<file path="src/rtl/phase_servo_pkg.sv">
package phase_servo_pkg;
  typedef enum logic {
    PS_IDLE = 1'b0,
    PS_WAIT = 1'b1
  } ps_state_e;

  typedef enum logic [1:0] {
    V_UP   = 2'd0,
    V_DOWN = 2'd1,
    V_HIT  = 2'd2
  } verdict_e;
endpackage

</file>
<file path="src/rtl/phase_servo_timer.sv">
module phase_servo_timer #(
  parameter int SETTLE_CYC = 3
) (
  input  logic clk,
  input  logic rst_n,
  input  logic load_i,
  input  logic run_i,
  output logic expired_o
);
  localparam int TW = (SETTLE_CYC < 1) ? 1 : $clog2(SETTLE_CYC + 1);

  logic [TW-1:0] cnt_q;

  always_ff @(posedge clk or negedge rst_n) begin
    if (!rst_n) begin
      cnt_q <= '0;
    end else if (load_i) begin
      cnt_q <= TW'(SETTLE_CYC);
    end else if (run_i && (cnt_q != '0)) begin
      cnt_q <= cnt_q - 1'b1;
    end
  end

  assign expired_o = (cnt_q == '0);
endmodule

</file>
<file path="src/rtl/phase_servo_judge.sv">
module phase_servo_judge
  import phase_servo_pkg::*;
#(
  parameter int ST_W   = 5,
  parameter int CENTER = 15
) (
  input  logic [ST_W-1:0] status_i,
  output verdict_e        verdict_o
);
  localparam logic [ST_W-1:0] CODE_MID = ST_W'(CENTER);

  always_comb begin
    if (status_i > CODE_MID)      verdict_o = V_UP;
    else if (status_i < CODE_MID) verdict_o = V_DOWN;
    else                          verdict_o = V_HIT;
  end
endmodule

</file>
<file path="src/rtl/phase_servo_stepper.sv">
module phase_servo_stepper #(
  parameter int PH_W     = 6,
  parameter int CNT_W    = 16,
  parameter int PH_RESET = 32
) (
  input  logic             clk,
  input  logic             rst_n,
  input  logic             clear_i,
  input  logic             step_i,
  input  logic             up_i,
  output logic [PH_W-1:0]  phase_o,
  output logic             load_o,
  output logic [CNT_W-1:0] count_o
);
  always_ff @(posedge clk or negedge rst_n) begin
    if (!rst_n) begin
      phase_o <= PH_W'(PH_RESET);
      load_o  <= 1'b0;
      count_o <= '0;
    end else if (clear_i) begin
      count_o <= '0;
    end else if (step_i) begin
      phase_o <= up_i ? phase_o + 1'b1 : phase_o - 1'b1;
      load_o  <= ~load_o;
      count_o <= count_o + 1'b1;
    end
  end
endmodule

</file>
<file path="src/rtl/phase_servo_ctrl.sv">
module phase_servo_ctrl
  import phase_servo_pkg::*;
#(
  parameter int PH_W       = 6,
  parameter int ST_W       = 5,
  parameter int CENTER     = 15,
  parameter int CNT_W      = 16,
  parameter int MAX_ADJ    = 65535,
  parameter int SETTLE_CYC = 3,
  parameter int PH_RESET   = 32
) (
  input  logic             clk,
  input  logic             rst_n,
  input  logic             start_i,
  input  logic [ST_W-1:0]  status_i,
  output logic [PH_W-1:0]  phase_o,
  output logic             load_o,
  output logic             bus_en_o,
  output logic             hw_align_o,
  output logic             sw_align_o,
  output logic             done_o,
  output logic             fail_o,
  output logic [CNT_W-1:0] count_o
);
  localparam logic [CNT_W-1:0] BUDGET = CNT_W'(MAX_ADJ);

  ps_state_e state_q;
  verdict_e  verdict;
  logic      busy;
  logic      launch;
  logic      expired;
  logic      at_limit;
  logic      sample;
  logic      step;
  logic      finish_ok;
  logic      finish_bad;

  assign busy       = (state_q == PS_WAIT);
  assign launch     = !busy && start_i;
  assign at_limit   = (count_o == BUDGET);
  assign sample     = busy && expired;
  assign step       = sample && !at_limit && (verdict != V_HIT);
  assign finish_ok  = sample && !at_limit && (verdict == V_HIT);
  assign finish_bad = sample && at_limit;

  phase_servo_timer #(.SETTLE_CYC(SETTLE_CYC)) u_timer (
    .clk       (clk),
    .rst_n     (rst_n),
    .load_i    (launch || step),
    .run_i     (busy),
    .expired_o (expired)
  );

  phase_servo_judge #(.ST_W(ST_W), .CENTER(CENTER)) u_judge (
    .status_i  (status_i),
    .verdict_o (verdict)
  );

  phase_servo_stepper #(.PH_W(PH_W), .CNT_W(CNT_W), .PH_RESET(PH_RESET)) u_step (
    .clk     (clk),
    .rst_n   (rst_n),
    .clear_i (launch),
    .step_i  (step),
    .up_i    (verdict == V_UP),
    .phase_o (phase_o),
    .load_o  (load_o),
    .count_o (count_o)
  );

  always_ff @(posedge clk or negedge rst_n) begin
    if (!rst_n) begin
      state_q <= PS_IDLE;
    end else if (launch) begin
      state_q <= PS_WAIT;
    end else if (finish_ok || finish_bad) begin
      state_q <= PS_IDLE;
    end
  end

  always_ff @(posedge clk or negedge rst_n) begin
    if (!rst_n) begin
      bus_en_o   <= 1'b1;
      hw_align_o <= 1'b1;
      sw_align_o <= 1'b0;
      done_o     <= 1'b0;
      fail_o     <= 1'b0;
    end else if (launch) begin
      bus_en_o   <= 1'b0;
      hw_align_o <= 1'b0;
      sw_align_o <= 1'b1;
      done_o     <= 1'b0;
      fail_o     <= 1'b0;
    end else if (finish_ok) begin
      bus_en_o <= 1'b1;
      done_o   <= 1'b1;
    end else if (finish_bad) begin
      fail_o <= 1'b1;
    end
  end
endmodule

</file>
<file path="config.mk">
export PLATFORM = sky130hd
export DESIGN_NAME = phase_servo_ctrl
export DESIGN_NICKNAME = d
export VERILOG_FILES = /design/src/rtl/phase_servo_pkg.sv /design/src/rtl/phase_servo_timer.sv /design/src/rtl/phase_servo_judge.sv /design/src/rtl/phase_servo_stepper.sv /design/src/rtl/phase_servo_ctrl.sv
export SDC_FILE = /design/constraint.sdc
export NUM_CORES = 1
export LEC_CHECK = 0
export ABC_AREA = 1
export BUFFER_PORTS_ARGS = -buffer_cell sky130_fd_sc_hd__buf_2
export CELL_PAD_IN_SITES_DETAIL_PLACEMENT = 1
export CELL_PAD_IN_SITES_GLOBAL_PLACEMENT = 2
export CORE_MARGIN = 4
export CORE_UTILIZATION = 34
export CTS_CLUSTER_SIZE = 30
export DETAILED_ROUTE_END_ITERATION = 8
export PLACE_DENSITY = 0.85
export SLEW_MARGIN = 20
export SYNTH_ARGS = -nofsm -noshare
export SYNTH_HDL_FRONTEND = slang
export SYNTH_SLANG_ARGS = --single-unit
</file>
<file path="constraint.sdc">
create_clock -name clk -period 2.4 [get_ports clk]
set_input_delay 0.12 -clock clk [delete_from_list [all_inputs] [get_ports clk]]
set_output_delay 0.12 -clock clk [all_outputs]
set_load 0.005 [all_outputs]
</file>
==> results of run 1 <==
layout by cell type (no fill, tap or decap), types with 2 or more instances in the layout:
cell type and count:
buf_4 2, ha_1 6, nor2_1 29, dfrtp_1 28, clkbuf_8 7, a21oi_1 5, xnor2_1 5, nor2_4 3
inv_1 20, nor2_2 2, dfstp_2 3, nand2_1 80, xor2_1 8, nand2_2 3, o21bai_1 4, nand4_1 6
nand3_1 28, o21ai_0 2, buf_2 35
synth_stat cells:
library cell	instances
nand4_1	6
inv_2	1
xor2_1	8
mux2_2	1
fa_1	1
nor2_4	3
nand2_1	80
or2_2	1
a21oi_1	5
ha_1	6
buf_6	2
nand2_4	1
nor2_1	29
nor3_2	1
nand2_8	1
clkbuf_1	1
o21bai_1	4
buf_2	2
a22o_1	1
nand3_1	28
dfstp_2	3
nor3_1	1
nand2_2	3
inv_1	20
dfrtp_1	28
o21ai_0	2
nor2_2	2
xnor2_1	5
routing by layer:
layer	up-vias	track usage	routed length, um
met2	33	0.261	2330
met5	-	0	0
li1	860	-	-
met4	0	0.0654	131
met1	796	0.229	2380
met3	8	0.0401	201
critical path, stage by stage (launching register included):
cell     delay [ns]
dfrtp_1        0.42
ha_1           0.26
inv_1          0.08
nor2_2         0.14
nand2_2        0.09
nor2_4         0.16
nor2_4         0.07
nand2_8        0.17
nand2_4        0.13
inv_2          0.11
nand2_1        0.06
power by group:
| group | internal, mW | switching, mW | total, mW |
|---|---|---|---|
| combinational | 0.418 | 0.542 | 0.960 |
| clock | 0.262 | 0.195 | 0.456 |
| sequential | 0.704 | 0.218 | 0.921 |
| total | 1.38 | 0.954 | 2.34 |
kinds of logic (layout without fill, tap and decap cells):
group / count (synthesis) / after routing / synth area share
AOI/OAI and AO/OA: 12 / 12 / 0.0390
and+or+nand+nor: 156 / 156 / 0.372
xor gates and xnor gates: 13 / 13 / 0.0601
buffers and inverters: 26 / 67 / 0.0608
DFF: 31 / 31 / 0.412
muxes: 1 / 1 / 0.00595
adders and majority gates: 7 / 7 / 0.0502
layout make-up:
class / count / area (um2)
tap: 70 / 87.6
fill: 685 / 2990
timing repair buffer: 38 / 200
multi-input combinational: 189 / 998
clock buffer: 8 / 100
inverter: 21 / 78.8
sequential: 31 / 779
sequential cells by signal (all words and copies together), names as in the netlist:
register and cells:
bus_en_o 1, hw_align_o 1, busy 1, u_step.phase_o 6, done_o 1, u_step.load_o 1
u_step.count_o 16, fail_o 1, sw_align_o 1, u_timer.cnt_q 2
through the flow:
step / hold slack, ns / utilization / worst slack, ns
6_report: 0.221 / 0.429 / 0.592
5_1_grt: 0.261 / 0.429 / 0.403
4_1_cts: 0.221 / 0.429 / 0.562
3_5_place_dp: 0.224 / 0.408 / 0.603
3_3_place_gp: 0.219 / 0.408 / 0.659
2_1_floorplan: -0.176 / - / 0.897
final timing paths:
check	from	endpoint	slack [ns]
max	u_step.count_o[1]	u_timer.cnt_q[0]	0.59
min	status_i[1]	bus_en_o	0.22
max reg2reg	u_step.count_o[1]	u_timer.cnt_q[0]	0.59
min reg2reg	hw_align_o	hw_align_o	0.44
max in group asynchronous	rst_n	u_step.count_o[15]	1.52
min in group asynchronous	rst_n	sw_align_o	0.42
==> results.md, run 1 <==
- Clock Pin Slew Worst Setup and Hold Paths: ~0.070 ns
- CTS tree: yes
- Top cells by area, synth: dfrtp_1, nand2_1, nand3_1
- Initial Util: 0.361
- Dpl cells: 348
- Initial DRC count: 62
- Syn Area/Cell: a little under 8 um2
- FP Rows: 26
- Status: completed
- Boundary pin count: 36
- Ys Warns: 0
- Largest area contributor in the netlist: dfrtp_1
- Die width: around 83 um
- Initial antenna violation count: 0
- Hold buffer count at CTS: 1
- Rel. slew slack: 0.471
- Max clock buf depth: 2
- Die ar.: 0.00683 mm2
- GR Util All Layers: 0.170
- Synth-to-Final Area Change: 18.6%
- Worst slew pin tran: 0.792 ns
- Synth Net Count: ~260
- Detail Route Antenna Nets: 0
- Routed via count: 1,697
- Clk sinks: 31
- Crit share post-route: 0.753
- Cts repair resizes: 0
- Hold path depth: 5
- Grt ovf: 0
- Post-CTS Setup Inserts: 0
- Final instance area: 0.00224 mm2
- Layout cell share with drive strength beyond 1: 0.213
- Final non-filler cell total: 357
- Crit path DAT: approximately 2 ns
- Placed cell areas: 0.00213 mm2
- Core area: 0.00524 mm2
- Buffer type at the clock tree root: clkbuf_8
- Final setup viols: 0
- Worst-Skew Late Latency: 0.28 ns
- Mapped cell area: between 0.0015 and 0.002 mm2
- Max-cap viol count: 0
- Vias in the first global route: 1,722
- CP Max Fanout: 25
- H-tree levels: 2
- Slew Viols, Final: 0
- Total power: 2.34 mW
- Drt wl/cell: 14.1 um
- Synthesized instance count: 246
- ANT cells: 0
- Hold Fails Final Rpt: 0
- TNS Setup: 0 ns
- HP Class: in2reg
- Final min period: between 1.5 and 2 ns
- 1st-pass router iterations: 4
- Seq/Total Area, Yosys: 0.412
- Placer Congestion: roughly 0.76
- Post-synth top area share: 0.370
- Setup CP Type: reg2reg
- Cell Pwr Density: about 1000 mW/mm2
- Pleak: approximately 1.1 nW
- Largest net degree at the start of global routing: 32
- DIE HEIGHT: 82.6 um
- Final #Nets: 301
- Crit. End Element: register
- Number of buffers added on ports: 35
- DP HPWL: 3.66 mm
- Global-route wire length before repair: 8.63 mm
- Clock skew: 0.00397 ns
- Post-synthesis cell type count: 28
- Post-Route WL: 5.04 mm
- Worst path required time: 2.57 ns
- CP startpoint kind: register
- DRC viols: 0
- Routed vias/inst: ~4.8
- Cts bufs inserted: 5
- Unrepaired setup endpoints after global routing: no
- FMAX: 553 MHz
- Seq cells post-synth: 31
- Max IR drop VDD: approximately 0.46 mV
- Worst reg2reg path depth: 10
No activity file was read; power rests on OpenSTA's default activity.
==> run 2, diff against run 1 <==
Settings changed: ABC_AREA 1 to 0, CORE_UTILIZATION 34 to 33, PLACE_DENSITY 0.85 to 0.77.
Clock period 2.4 ns to 1.7 ns, I/O delays scaled along.
==> results.md, run 2 <==
- Status: complete, but fails checks (was completed)
- Violated checks: setup timing
- Initial Util: 0.342 (was 0.361)
- Global-route wire length before repair: 8.38 mm (was 8.63 mm)
- Boundary pin count: 36 (unchanged)
- Max IR drop VDD: 0.786 mV (was 0.461 mV)
- XOR/XNOR share of the synthesized area: 0.0814 (was 0.0601)
- CP startpoint kind: register (unchanged)
- FILL cells: 527 (was 685)
- Largest area contributor in the netlist: dfrtp_1 (unchanged)
- Grt ovf: 0 (unchanged)
- CP Max Fanout: 5 (was 25)
- Synthesized instance count: 153 (was 246)
- Final setup margin: -0.0374 ns (was 0.592 ns)
- Worst-Skew Late Latency: 0.29 ns (was 0.28 ns)
- DIE HEIGHT: 77.9 um (was 82.6 um)
- Final #Nets: 251 (was 301)
- Post-synth top area share: 0.434 (was 0.370)
- Max-cap viol count: 0 (unchanged)
- Seq/Total Area, Yosys: 0.483 (was 0.412)
- Number of buffers added on ports: 35 (unchanged)
- Main combinational cell family by area after synthesis: simple AND/OR/NAND/NOR gates (unchanged)
- Top_reg_cell synth: dfrtp_1 (unchanged)
- Clk sinks: 31 (unchanged)
- Seq cells post-synth: 31 (unchanged)
- Rel. slew slack: 0.526 (was 0.471)
- Async set-reset flop share out of synthesis: 1.00 (unchanged)
- HP Class: in2reg (unchanged)
- Most frequent cells in the layout: buf_4, buf_2, dfrtp_1, xor2_1 (was nand2_1, buf_2, nor2_1, nand3_1, dfrtp_1)
- Adder-Cell Fraction of Synth Area: 0.0589 (was 0.0502)
- Reg with most FFs: u_step.count_o (unchanged)
- Largest net degree at the start of global routing: 32 (unchanged)
- Synth Net Count: 168 (was 261)
- Setup CP Type: reg2reg (unchanged)
- Vias in the first global route: 1,724 (was 1,722)
- Buffer type at the clock tree root: clkbuf_8 (unchanged)
- Routed via count: 1,523 (was 1,697)
- FP Rows: 25 (was 26)
- Crit. End Element: register (unchanged)
- Compound-gate portion of the synthesized area: 0.125 (was 0.0390)
- CP Cell Sequence: inv_2 > ha_4 > nand2_2 > a41oi_4 > buf_6 > nand3_2 > or3_4 > a21oi_2 (was ha_1 > inv_1 > nor2_2 > nand2_2 > nor2_4 > nor2_4 > nand2_8 > nand2_4 > inv_2 > nand2_1)
- Worst path required time: 1.92 ns (was 2.57 ns)
- Pleak: 1.19 nW (was 1.14 nW)
- CP max-delay cell: dfrtp_1 (unchanged)
- Ys Warns: 0 (unchanged)
- Drt wl/cell: 17.7 um (was 14.1 um)
- Total power: 3.52 mW (was 2.34 mW)
- Post-Synth Simple-Gate Area: 0.211 (was 0.372)
- Layout cell share with drive strength beyond 1: 0.527 (was 0.213)
- Biggest regs: u_step.count_o (16), u_step.phase_o (6), u_timer.cnt_q (2) (unchanged)
- CP delay by family, top: simple AND/OR/NAND/NOR gates (unchanged)
- CTS tree: yes (unchanged)
- Core area: 0.00472 mm2 (was 0.00524 mm2)
- Post-Route WL: 5.37 mm (was 5.04 mm)
- TNS Setup: -0.145 ns (was 0 ns)
- Detail Route Antenna Nets: 0 (unchanged)
- Mapped cell area: 0.00161 mm2 (was 0.00189 mm2)
- Max clock buf depth: 2 (unchanged)
- H-tree levels: 2 (unchanged)
- Most frequent cell after synthesis: dfrtp_1 (was nand2_1)
- Fin util: 0.533 (was 0.429)
- Portion of netlist area occupied by mux cells: 0.0140 (was 0.00595)
- Clock Pin Slew Worst Setup and Hold Paths: 0.07 ns (about the same)
- 1st-pass router iterations: 4 (unchanged)
- Post-synthesis cell type count: 40 (was 28)
- Routed vias/inst: 5.01 (was 4.75)
- CP bufs+invs: 2 (unchanged)
- Placer Congestion: 0.841 (was 0.756)
- FMAX: 576 MHz (was 553 MHz)
- Slowest stage delay, CP: 0.42 ns (about the same)
- Syn Area/Cell: 10.5 um2 (was 7.70 um2)
- Initial antenna violation count: 0 (unchanged)
- Die ar.: 0.00607 mm2 (was 0.00683 mm2)
- GR Util All Layers: 0.177 (was 0.170)
- Unrepaired setup endpoints after global routing: yes (was no)
- Synth-to-Final Area Change: 56.0% (was 18.6%)
- Crit path DAT: 1.96 ns (was 1.98 ns)
- Top cells by area, synth: dfrtp_1, xor2_1, dfstp_2 (was dfrtp_1, nand2_1, nand3_1)
- Die width: 77.9 um (was 82.6 um)
- Hold_ws: 0.255 ns (was 0.221 ns)
- Clock skew: 0.0106 ns (was 0.00397 ns)
- Hold Fails Final Rpt: 0 (unchanged)
- DP HPWL: 3.33 mm (was 3.66 mm)
- Top cells by count, synth: dfrtp_1, nand2_1, nor2_1, xor2_1 (was nand2_1, nor2_1, dfrtp_1, nand3_1, inv_1)
- Initial DRC count: 26 (was 62)
- Final setup viols: 6 (was 0)
- Commonest non-fill, non-tap cell in the layout: buf_4 (was nand2_1)
- Crit share post-route: 1.02 (was 0.753)
- Cell Pwr Density: 1400 mW/mm2 (was 1040 mW/mm2)
- DRC viols: 0 (unchanged)
- ANT cells: 0 (unchanged)
- Max FFs per register: 16 (unchanged)
- Number of synthesized flops with an enable pin: 0 (unchanged)
- Slew Viols, Final: 0 (unchanged)
- Worst slew pin tran: 0.711 ns (was 0.792 ns)
- Cts bufs inserted: 5 (unchanged)
- Final min period: 1.74 ns (was 1.81 ns)
[run 2: area by class of cell]
class                   instances  area (um2)  area share
multi-input cells             113         981       0.389
flip-flops and latches         31         779       0.309
repair buffers                 81         553       0.220
well taps                      67        83.8      0.0333
clock buffers                   7        76.3      0.0303
clock inverters                 1        30.0      0.0119
inverters                       4        15.0     0.00596
[run 2: worst reg2reg max path, stage by stage, from the launching register on]
cell and delay, ns:
dfrtp_1 0.42, inv_2 0.08, ha_4 0.13, nand2_2 0.07
a41oi_4 0.25, buf_6 0.14, nand3_2 0.11, or3_4 0.35
a21oi_2 0.13
[run 2: cells by family after synthesis]
kind of cell    after synthesis
compound gates               27
flops                        31
mux                           2
xor+xnor                     15
buf+inv                       9
simple gates                 62
fa+ha+maj                     7
[run 2: metrics by stage]
| stage | instance area [um2] | cells | setup WS, ns |
|---|---|---|---|
| detailed placement | 2080 | 282 | -0.0538 |
| floorplan | 1610 | 153 | 0.0148 |
| CTS | 2310 | 298 | -0.000123 |
| finish | 2520 | 304 | -0.0374 |
| global route | 2520 | 304 | -0.181 |
| global placement | 2080 | 282 | -0.0204 |
[run 2: what timing repair did]
item / in CTS / in global routing
endpoints found under the setup margin: 4 / 26
endpoints found under the hold margin: 28 / 0
hold buffers: 1 / 0
gates resized for setup: 11 / 37
pin swaps: 8 / 9
buffers inserted: 7 / 7
cloned: 0 / 0
[run 2: report_power, final]
| group | internal (mW) | switching (mW) | leakage (nW) |
|---|---|---|---|
| combinational | 0.933 | 0.805 | 0.740 |
| clock | 0.439 | 0.289 | 0.0524 |
| sequential | 0.905 | 0.147 | 0.394 |
[run 2: worst paths after layout]
path	cells past startpoint	end	slack, ns	startpoint
worst max register to register	8	u_step.count_o[15]	-0.04	u_timer.cnt_q[1]
max in group asynchronous	2	u_step.count_o[3]	0.84	rst_n
worst min register to register	1	sw_align_o	0.46	sw_align_o
worst max-delay path	8	u_step.count_o[15]	-0.04	u_timer.cnt_q[1]
worst min-delay path	4	bus_en_o	0.25	status_i[0]
min in group asynchronous	2	u_step.count_o[11]	0.39	rst_n
[run 2: per-layer routing]
metal  share of wire  track usage
met1            0.38        0.184
met5               0            0
met3           0.034       0.0371
met4           0.038       0.0979
met2            0.54        0.326
